## src/rtl/irq_route_pkg.sv

```systemverilog
// Package: shared encodings for the interrupt router.
// Assumes delivery-mode and shorthand encodings fixed by the message format.
package irq_route_pkg;

    typedef enum logic [2:0] {
        DM_FIXED  = 3'd0,
        DM_LOWEST = 3'd1,
        DM_SMI    = 3'd2,
        DM_RSVD   = 3'd3,
        DM_NMI    = 3'd4,
        DM_INIT   = 3'd5,
        DM_START  = 3'd6,
        DM_EXTINT = 3'd7
    } dmode_e;

    localparam logic [1:0] SH_NONE     = 2'd0;
    localparam logic [1:0] SH_SELF     = 2'd1;
    localparam logic [1:0] SH_ALL      = 2'd2;
    localparam logic [1:0] SH_ALL_BUT  = 2'd3;

    localparam logic [3:0] FMT_FLAT    = 4'hF;
    localparam logic [3:0] FMT_CLUSTER = 4'h0;

endpackage

```

## src/rtl/irq_dest_match.sv

```systemverilog
// Module: irq_dest_match
// Decides whether one agent belongs to the addressed set of a request.
// Assumes: ID_W is even (cluster split into halves); broadcast ID is all ones.
module irq_dest_match
    import irq_route_pkg::*;
#(
    parameter int ID_W = 8
) (
    input  logic [ID_W-1:0] dest,
    input  logic            logical,
    input  logic [1:0]      shorthand,
    input  logic [ID_W-1:0] self_id,
    input  logic [ID_W-1:0] my_id,
    input  logic [ID_W-1:0] my_ldr,
    input  logic [3:0]      my_fmt,
    output logic            hit
);

    localparam int HALF = ID_W / 2;
    localparam logic [ID_W-1:0] BCAST = {ID_W{1'b1}};

    logic flat_hit;
    logic clus_hit;
    logic log_hit;
    logic phys_hit;

    // Logical flat and cluster comparisons against this agent's register.
    always_comb begin
        flat_hit = |(dest & my_ldr);
        clus_hit = (dest == BCAST) ||
                   ((dest[ID_W-1:HALF] == my_ldr[ID_W-1:HALF]) &&
                    (|(dest[HALF-1:0] & my_ldr[HALF-1:0])));
        if (dest == '0)
            log_hit = 1'b0;
        else if (my_fmt == FMT_FLAT)
            log_hit = flat_hit;
        else if (my_fmt == FMT_CLUSTER)
            log_hit = clus_hit;
        else
            log_hit = 1'b0;
        phys_hit = (dest == BCAST) || (dest == my_id);
    end

    // Shorthand selection overrides the destination field.
    always_comb begin
        unique case (shorthand)
            SH_NONE:    hit = logical ? log_hit : phys_hit;
            SH_SELF:    hit = (my_id == self_id);
            SH_ALL:     hit = 1'b1;
            default:    hit = (my_id != self_id);
        endcase
    end

endmodule

```

## src/rtl/irq_lowpri_arb.sv

```systemverilog
// Module: irq_lowpri_arb
// Picks one agent among candidates: focused candidate first (lowest index),
// else smallest priority with ties going to the lowest index.
// Assumes: purely combinational; grant is zero when no candidate exists.
module irq_lowpri_arb #(
    parameter int N_AGENTS = 4,
    parameter int PRIO_W   = 8
) (
    input  logic [N_AGENTS-1:0]        cand,
    input  logic [N_AGENTS-1:0]        focus,
    input  logic [N_AGENTS*PRIO_W-1:0] prio,
    output logic [N_AGENTS-1:0]        grant
);

    localparam int IDX_W = (N_AGENTS > 1) ? $clog2(N_AGENTS) : 1;

    logic [N_AGENTS-1:0] focus_pick;
    logic [N_AGENTS-1:0] low_pick;
    logic                focus_found;
    logic                have_best;
    logic [PRIO_W-1:0]   best_prio;
    logic [IDX_W-1:0]    best_idx;

    // Focus shortcut: first candidate that already owns the vector.
    always_comb begin
        focus_pick  = '0;
        focus_found = 1'b0;
        for (int i = 0; i < N_AGENTS; i++) begin
            if (cand[i] && focus[i] && !focus_found) begin
                focus_pick[i] = 1'b1;
                focus_found   = 1'b1;
            end
        end
    end

    // Minimum-priority search, strict less-than keeps the lowest index on ties.
    always_comb begin
        have_best = 1'b0;
        best_prio = '1;
        best_idx  = '0;
        for (int i = 0; i < N_AGENTS; i++) begin
            if (cand[i] && (!have_best || (prio[i*PRIO_W +: PRIO_W] < best_prio))) begin
                have_best = 1'b1;
                best_prio = prio[i*PRIO_W +: PRIO_W];
                best_idx  = IDX_W'(i);
            end
        end
        low_pick = '0;
        if (have_best)
            low_pick[best_idx] = 1'b1;
    end

    // Focus result takes precedence over the priority search.
    always_comb begin
        grant = focus_found ? focus_pick : low_pick;
    end

endmodule

```

## src/rtl/irq_route_top.sv

```systemverilog
// Module: irq_route_top
// Routes one interrupt message per request strobe to N agents and registers
// the deliver strobes, vector, mode, accepted and send-error for one cycle.
// Assumes: agent inputs are stable in the request cycle; no state is kept
// between requests.
module irq_route_top
    import irq_route_pkg::*;
#(
    parameter int N_AGENTS = 4,
    parameter int ID_W     = 8,
    parameter int VEC_W    = 8,
    parameter int PRIO_W   = 8
) (
    input  logic                       clk,
    input  logic                       rst_n,
    input  logic                       req_valid,
    input  logic [VEC_W-1:0]           req_vector,
    input  logic [ID_W-1:0]            req_dest,
    input  logic [2:0]                 req_dmode,
    input  logic                       req_logical,
    input  logic [1:0]                 req_shorthand,
    input  logic [ID_W-1:0]            req_self_id,
    input  logic [N_AGENTS*ID_W-1:0]   agt_id,
    input  logic [N_AGENTS*ID_W-1:0]   agt_ldr,
    input  logic [N_AGENTS*4-1:0]      agt_fmt,
    input  logic [N_AGENTS*PRIO_W-1:0] agt_prio,
    input  logic [N_AGENTS-1:0]        agt_focus,
    output logic [N_AGENTS-1:0]        dlv_strobe,
    output logic [VEC_W-1:0]           dlv_vector,
    output logic [2:0]                 dlv_mode,
    output logic                       accepted,
    output logic                       send_err
);

    logic [N_AGENTS-1:0] cand;
    logic [N_AGENTS-1:0] grant;
    logic [N_AGENTS-1:0] sel;
    logic                lowpri;
    logic                drop;

    // One address matcher per agent.
    for (genvar g = 0; g < N_AGENTS; g++) begin : g_match
        irq_dest_match #(.ID_W(ID_W)) u_match (
            .dest      (req_dest),
            .logical   (req_logical),
            .shorthand (req_shorthand),
            .self_id   (req_self_id),
            .my_id     (agt_id[g*ID_W +: ID_W]),
            .my_ldr    (agt_ldr[g*ID_W +: ID_W]),
            .my_fmt    (agt_fmt[g*4 +: 4]),
            .hit       (cand[g])
        );
    end

    irq_lowpri_arb #(.N_AGENTS(N_AGENTS), .PRIO_W(PRIO_W)) u_arb (
        .cand  (cand),
        .focus (agt_focus),
        .prio  (agt_prio),
        .grant (grant)
    );

    // Final target set: drop physical lowest-priority, else arbitrate or fan out.
    always_comb begin
        lowpri = (req_dmode == DM_LOWEST);
        drop   = lowpri && !req_logical && (req_shorthand == SH_NONE);
        if (drop)
            sel = '0;
        else if (lowpri)
            sel = grant;
        else
            sel = cand;
    end

    // Register the result for exactly one cycle after the request.
    always_ff @(posedge clk) begin
        if (!rst_n) begin
            dlv_strobe <= '0;
            dlv_vector <= '0;
            dlv_mode   <= '0;
            accepted   <= 1'b0;
            send_err   <= 1'b0;
        end else begin
            dlv_strobe <= req_valid ? sel : '0;
            accepted   <= req_valid && (|sel);
            send_err   <= req_valid && !(|sel);
            if (req_valid) begin
                dlv_vector <= req_vector;
                dlv_mode   <= req_dmode;
            end
        end
    end

    AST_ACC_XOR_ERR: assert property (@(posedge clk) disable iff (!rst_n)
        req_valid |=> (accepted ^ send_err));

    AST_IDLE_QUIET: assert property (@(posedge clk) disable iff (!rst_n)
        !req_valid |=> (dlv_strobe == '0 && !accepted && !send_err));

    AST_LOWPRI_SINGLE: assert property (@(posedge clk) disable iff (!rst_n)
        (req_valid && lowpri) |=> $onehot0(dlv_strobe));

    AST_PHYS_LOWPRI_DROP: assert property (@(posedge clk) disable iff (!rst_n)
        (req_valid && drop) |=> (dlv_strobe == '0 && send_err));

    AST_STROBE_IN_SET: assert property (@(posedge clk) disable iff (!rst_n)
        req_valid |=> ((dlv_strobe & ~$past(cand)) == '0));

    AST_LOG_ZERO_DEST: assert property (@(posedge clk) disable iff (!rst_n)
        (req_valid && req_logical && req_shorthand == SH_NONE && req_dest == '0)
        |=> !accepted);

    AST_GRANT_ONEHOT: assert property (@(posedge clk) disable iff (!rst_n)
        $onehot0(grant) && ((grant & ~cand) == '0));

endmodule

```

## config.mk

```make
export PLATFORM = sky130hd
export DESIGN_NAME = irq_route_top
export DESIGN_NICKNAME = d
export VERILOG_FILES = /design/src/rtl/irq_route_pkg.sv /design/src/rtl/irq_dest_match.sv /design/src/rtl/irq_lowpri_arb.sv /design/src/rtl/irq_route_top.sv
export SDC_FILE = /design/constraint.sdc
export NUM_CORES = 1
export LEC_CHECK = 0
export BUFFER_PORTS_ARGS = -buffer_cell sky130_fd_sc_hd__buf_2
export CAP_MARGIN = 20
export CORE_MARGIN = 3
export CORE_UTILIZATION = 50
export CTS_BUF_LIST = sky130_fd_sc_hd__clkbuf_16
export DETAILED_ROUTE_END_ITERATION = 8
export PLACE_DENSITY_LB_ADDON = 0.05
export SKIP_LAST_GASP = 1
export SYNTH_ARGS = -nofsm -noshare
export SYNTH_HDL_FRONTEND = slang
export SYNTH_SLANG_ARGS = --single-unit
```

## constraint.sdc

```tcl
create_clock -name clk -period 23.3 [get_ports clk]
set_clock_uncertainty 0.1 [all_clocks]
set_input_delay 2.33 -clock clk [delete_from_list [all_inputs] [get_ports clk]]
set_output_delay 2.33 -clock clk [all_outputs]
set_load 0.02 [all_outputs]
```

Word level (Yosys, flattened, before mapping). Cells that the tools add are included. Widths: inputs -> output; s select.

Bits in latches: 0. Bits in read-only memories: 0. Bits of input ports: 149. Logic and storage cells: 139. Bits in registers: 17. Bits in writable memories: 0. Output and inout bits: 17. Memories: 0.

$add $sub $neg: 0. Magnitude comparators: 5. Reductions and logical operators: 54. Shifts and indexed selects: 0. Bitwise operators: 8. Divide/modulo/power cells: 0. Multiply operators: 0. Equality and inequality tests: 24. Muxes and demuxes: 43.

Operators by type and width (number): $eq 8x8->1 (8); $and 8x8->8 (4); $ne 8x8->1 (4); $reduce_or 8->1 (4); $mux 1 (29); $lt 8x8->1 (3); $mux 8 (3); $reduce_or 4->1 (5); $logic_and 1x1->1 (19); $and 4x4->4 (4); $eq 4x4->1 (4); $eq 4x4->1 const B (4); $logic_not 4->1 (4); $mux 4 (4); $pmux 1 s3 (4); $logic_or 1x1->1 (11); $eq 8x8->1 const B (1); $logic_not 1->1 (8); $logic_not 8->1 (1); $mux 2 (2); $eq 3x1->1 const B (1); $lt 2x3->1 const B (1); $demux 1 s2 (1); $eq 2x1->1 const B (1); 4 further kinds (4).

Depth between registers and ports, before layout.
Depth in word-level cells: 33. Depth in mapped cells: 35. Mapped depth without buffers: 33.

Hierarchy. From an unflattened synthesis, not the netlist that was laid out.

Cells, all modules: 384. Area, all modules: 3094.2 um^2.

Modules (own cells, without submodules): irq_dest_match (instances 4, cells each 47, area an instance 364.1 um^2, seq. area each 0.0 um^2); irq_lowpri_arb (instances 1, cells each 133, area an instance 964.7 um^2, seq. area each 0.0 um^2); irq_route_top (instances 1, cells each 63, area an instance 673.1 um^2, seq. area each 340.3 um^2).

Worst setup path after synthesis. No wires, ideal clock.

Path type: input to register. Start point: input port req_dest[5]. End point: register send_err. Cell stages on the path: 35. Setup time: 0.117 ns. Arrival: 8.936 ns. Data required time: 23.083 ns. Setup slack: 14.147 ns. Path through: ha_1 > or4_1 > a211oi_2 > nor4_1 > nor3_1 > nand2_1 > nor2_1 > ha_1 > a21o_1 > a21o_1 > a221o_1 > a21oi_1 > o31a_1 > buf_2 > mux2_2 > ha_1 > a21o_1 > a21o_1 > a21oi_1 > nand2b_1 > a21oi_1 > a41oi_1 > buf_6 > mux2_1 > ha_1 > o21a_1 > o21a_1 > o21ai_0 > o22a_1 > nand2_1 > a21oi_1 > nor3_1 > o21ai_0 > o21ai_1 > and4b_1.

Longest elaborated chain between the ends: 32. Elaborated cells between the ends (all ways): 101. Classes of those cells: 5 x order compare; 9 x eq/ne; 43 x mux; 4 x bitwise; 40 x reduce/logical.

Ends and longest elaborated chain: from (decl) (RTL line irq_route_top.sv:18) `input logic [ID_W-1:0] req_dest,`; $eq 4x4->1 (RTL line irq_dest_match.sv:31) `((dest[ID_W-1:HALF] == my_ldr[ID_W-1:HALF]) &&`; $logic_and 1x1->1 (RTL line irq_dest_match.sv:31); $logic_or 1x1->1 (RTL line irq_dest_match.sv:30) `clus_hit = (dest == BCAST) ||`; $mux 1 (RTL line irq_dest_match.sv:37) `else if (my_fmt == FMT_CLUSTER)`; $mux 1 (RTL line irq_dest_match.sv:35) `else if (my_fmt == FMT_FLAT)`; $mux 1 (RTL line irq_dest_match.sv:33) `if (dest == '0)`; $mux 1 (RTL line irq_dest_match.sv:47) `SH_NONE: hit = logical ? log_hit : phys_hit;`; $pmux 1 s3 (RTL line irq_dest_match.sv:46) `unique case (shorthand)`; [... 16 more ...]; $demux 1 s2; $mux 4 (RTL line irq_lowpri_arb.sv:49) `if (have_best)`; $mux 4 (RTL line irq_lowpri_arb.sv:55) `grant = focus_found ? focus_pick : low_pick;`; $mux 4 * (RTL line irq_route_top.sv:68) `else if (lowpri)`; $mux 4 * (RTL line irq_route_top.sv:66) `if (drop)`; $reduce_or 4->1 * (RTL line irq_route_top.sv:85) `send_err <= req_valid && !(|sel);`; $logic_not 1->1 * (RTL line irq_route_top.sv:85); $logic_and 1x1->1 * (RTL line irq_route_top.sv:85); to (signal assigned) (RTL line irq_route_top.sv:85); to (decl) (RTL line irq_route_top.sv:32) `output logic send_err`.

Mark *: on every way between the ends. The rest lies on a longest branch, timed or not. A chain may end at the register's enable or synchronous reset.

Final worst setup path. Ends and elaborated chain as after synthesis.

==> results.toml <==
[run_status]
status = "complete, no violations"

[routing]
vias_per_cell = 5.65
wire_per_inst_um = 15.3
antenna_left = 0
num_vias = 3421
dr.pass1.iters = 4
drt_iter0_drc = 160
drt_wl_total_mm = 9.24
remaining_drc_errors = 0

[timing]
fin_tns_setup_ns = 0
fmax_ghz = 0.100
worst-slew-pin-transition_ns = 0.629
final-max-slew-violation-count = 0
slew_headroom_pct = 57.0
rsz0062_at_grt = "no"
finalHoldViolCount = 0
finalCriticalPeriod_ns = 9.99
setup_viol = 0
fin_hold_ws_ns = 0.417
fin_crit_sh_pct = 42.9

[cells_and_area]
diodes = 0
nets = 718
final_cell_mix = "buf_2, xor2_1, ha_1"
layout-drive-gt1-share_pct = 34.5
fillers = 519
area_delta_synth_final_pct = 29.9
layout_commonest_cell = "buf_2"
final_util_pct = 69.4
final_area_um2 = 3960
stdcell_count = 605

[yosys]
synth-main-ff-cell = "dfxtp_1"
synth_top_area_share_pct = 14.4
ys_async_sr_fraction_pct = 0
synthTopCellsByArea = "ha_1, dfxtp_1, xor2_1, xnor2_1, mux2i_1"
synth_cells = 383
synth_largest_area_cell = "ha_1"
synth_edf_count = 0
syn_nets = 567
ys_seq_area_share_pct = 11.2
avgSynthCellArea_um2 = 7.97
syn-cell-area_um2 = 3050
synth_cell_types = 60
yosysWarnings = 0
ys_seq_elements = 17

[setup_path]
rr_endpoint = "dlv_vector[5]"
rr_worst_depth = 2
r2r_start = "dlv_vector[5]"
path_max_fanout = 12
critPathKind = "input pin to register"
path_buf_inv = 2
rrSetupSlack_ns = 22.58
crit_family = "compound AO/OA/AOI/OAI gates"
worstPathRequired_ns = 23.34
cp_data_arrival_time_ns = 10.03
critPathSlowestCell = "or4_1"
critPathLaunchType = "input pin"
slowest_delay_ns = 0.53
worstSetupEndpointType = "register"

[die]
core_um2 = 5710
die_w_um = 84.1
die_y_um = 84.1
ios = 166
dieArea_um2 = 7080
placementRows = 27
initial_core_util_pct = 53.5

[min_path]
hold_class = "register to register"
whs_path_depth = 2
hold-path-endpoint = "dlv_mode[2]"
hp-start = "dlv_mode[2]"

[cts]
insertion_delay_ns = 0.24
clk_pin_slew_ns = 0.05
postCtsHoldBufs = 0
cts.sinks = 17
post_cts_buffers = 0
cts_buffer_depth = 2
htree_levels = 1
cts_tree = "yes"
cts-root-buf = "clkbuf_16"
cts_made_buffers = 3
cts_resized = 0

[pwr]
vdd_drop_max_mv = 0.0560
p_per_area_nw_per_um2 = 35.3
seq_power_share_pct = 22.4
p_leak_nw = 1.97
switchingPower_uw = 51.3
p_comb_share_pct = 52.8
clock_power_share_pct = 24.8
swShare_pct = 36.7
p_int_uw = 88.5

[global_route]
grt_pass1_wl_mm = 15.1
track_usage_pct = 25.1
grt_max_degree = 13
overflow = 0
first_global_vias = 3358
antenna_found_initial = 0

[place]
dp_hpwl_mm = 7.95
globalplace.congestion = 0.900
dp.cells = 600
port_buffers = 165
placed_cell_area_um2 = 3870

[flow_run]
drv_cap = 0
[power by group through the flow]
stage	clock network [mW]	registers [mW]	logic (mW)
floorplan	0	0.0340	0.0447
global placement	0	0.0319	0.0708
detailed placement	0	0.0320	0.0731
CTS	0.0352	0.0314	0.0734
global route	0.0368	0.0315	0.0824
finish	0.0347	0.0313	0.0739
[flip-flops by register name, indices dropped and copies added (netlist names)]
signal,flops
dlv_mode,3
dlv_strobe,4
send_err,1
dlv_vector,8
accepted,1
[cell usage after synthesis, types with 5 or more instances]
cell type,n
nor2b_1,11
mux2_1,7
nor3_1,7
mux2i_1,13
a211oi_1,9
dfxtp_1,17
nand2_1,22
mux2_2,5
xnor2_1,30
xor2_1,35
clkbuf_1,9
o21ai_0,8
a22oi_1,7
nor4_1,18
ha_1,35
inv_1,19
or4_1,7
a21oi_1,16
nor2_1,20
nand4_1,14
nand3_1,6
a21o_1,8
buf_2,9
[metal layers]
metal	global-route usage [%]	vias to the layer above	routed length, um	share of wire, %
met2	47.1	133	4810	52
li1	-	1732	-	-
met3	3.06	4	610	6.6
met4	4.39	0	44	0.48
met1	30.7	1552	3780	41
met5	0	-	0	0
[kinds of logic after synthesis]
logic type,Yosys count,synth area share [%]
buffers and inverters,39,5.41
XOR/XNOR,65,18.7
AO/OA/AOI/OAI,80,19.5
flip-flops,17,11.2
adder cells (fa/ha/maj),36,14.7
AND/OR/NAND/NOR,121,21.9
multiplexers,25,8.69
[how the worst max path moves through the flow]
stage | start | endpoint | slack [ns] | cells after the start
after floorplan | req_dest[5] | send_err | 14.15 | 35
after global placement | req_dest[5] | send_err | 13.03 | 33
after detailed placement | req_dest[5] | send_err | 12.83 | 33
after CTS | req_dest[5] | send_err | 13.07 | 33
after global routing | req_dest[5] | send_err | 12.80 | 35
final | req_dest[5] | send_err | 13.31 | 35
[area by class of cell]
| type | instances | area, um^2 | area share [%] |
|---|---|---|---|
| clock buffers | 3 | 75.1 | 1.89 |
| clock inverters | 1 | 7.51 | 0.189 |
| inverters | 19 | 71.3 | 1.80 |
| multi-input cells | 327 | 2550 | 64.2 |
| flip-flops and latches | 17 | 340 | 8.59 |
| well taps | 72 | 90.1 | 2.27 |
| repair buffers | 166 | 833 | 21.0 |
[stage by stage]
| stage | power, mW | worst slack, ns |
|---|---|---|
| after CTS | 0.140 | 13.07 |
| after floorplan | 0.0787 | 14.15 |
| after global placement | 0.103 | 13.03 |
| after global routing | 0.151 | 12.80 |
| final | 0.140 | 13.31 |
| after detailed placement | 0.105 | 12.83 |
[worst register-to-register path: stages, from the launching register on]
cell	delay, ns
dfxtp_1	0.31
mux2i_1	0.14
nor2b_1	0.06
Power figures use the tool's default switching activity.
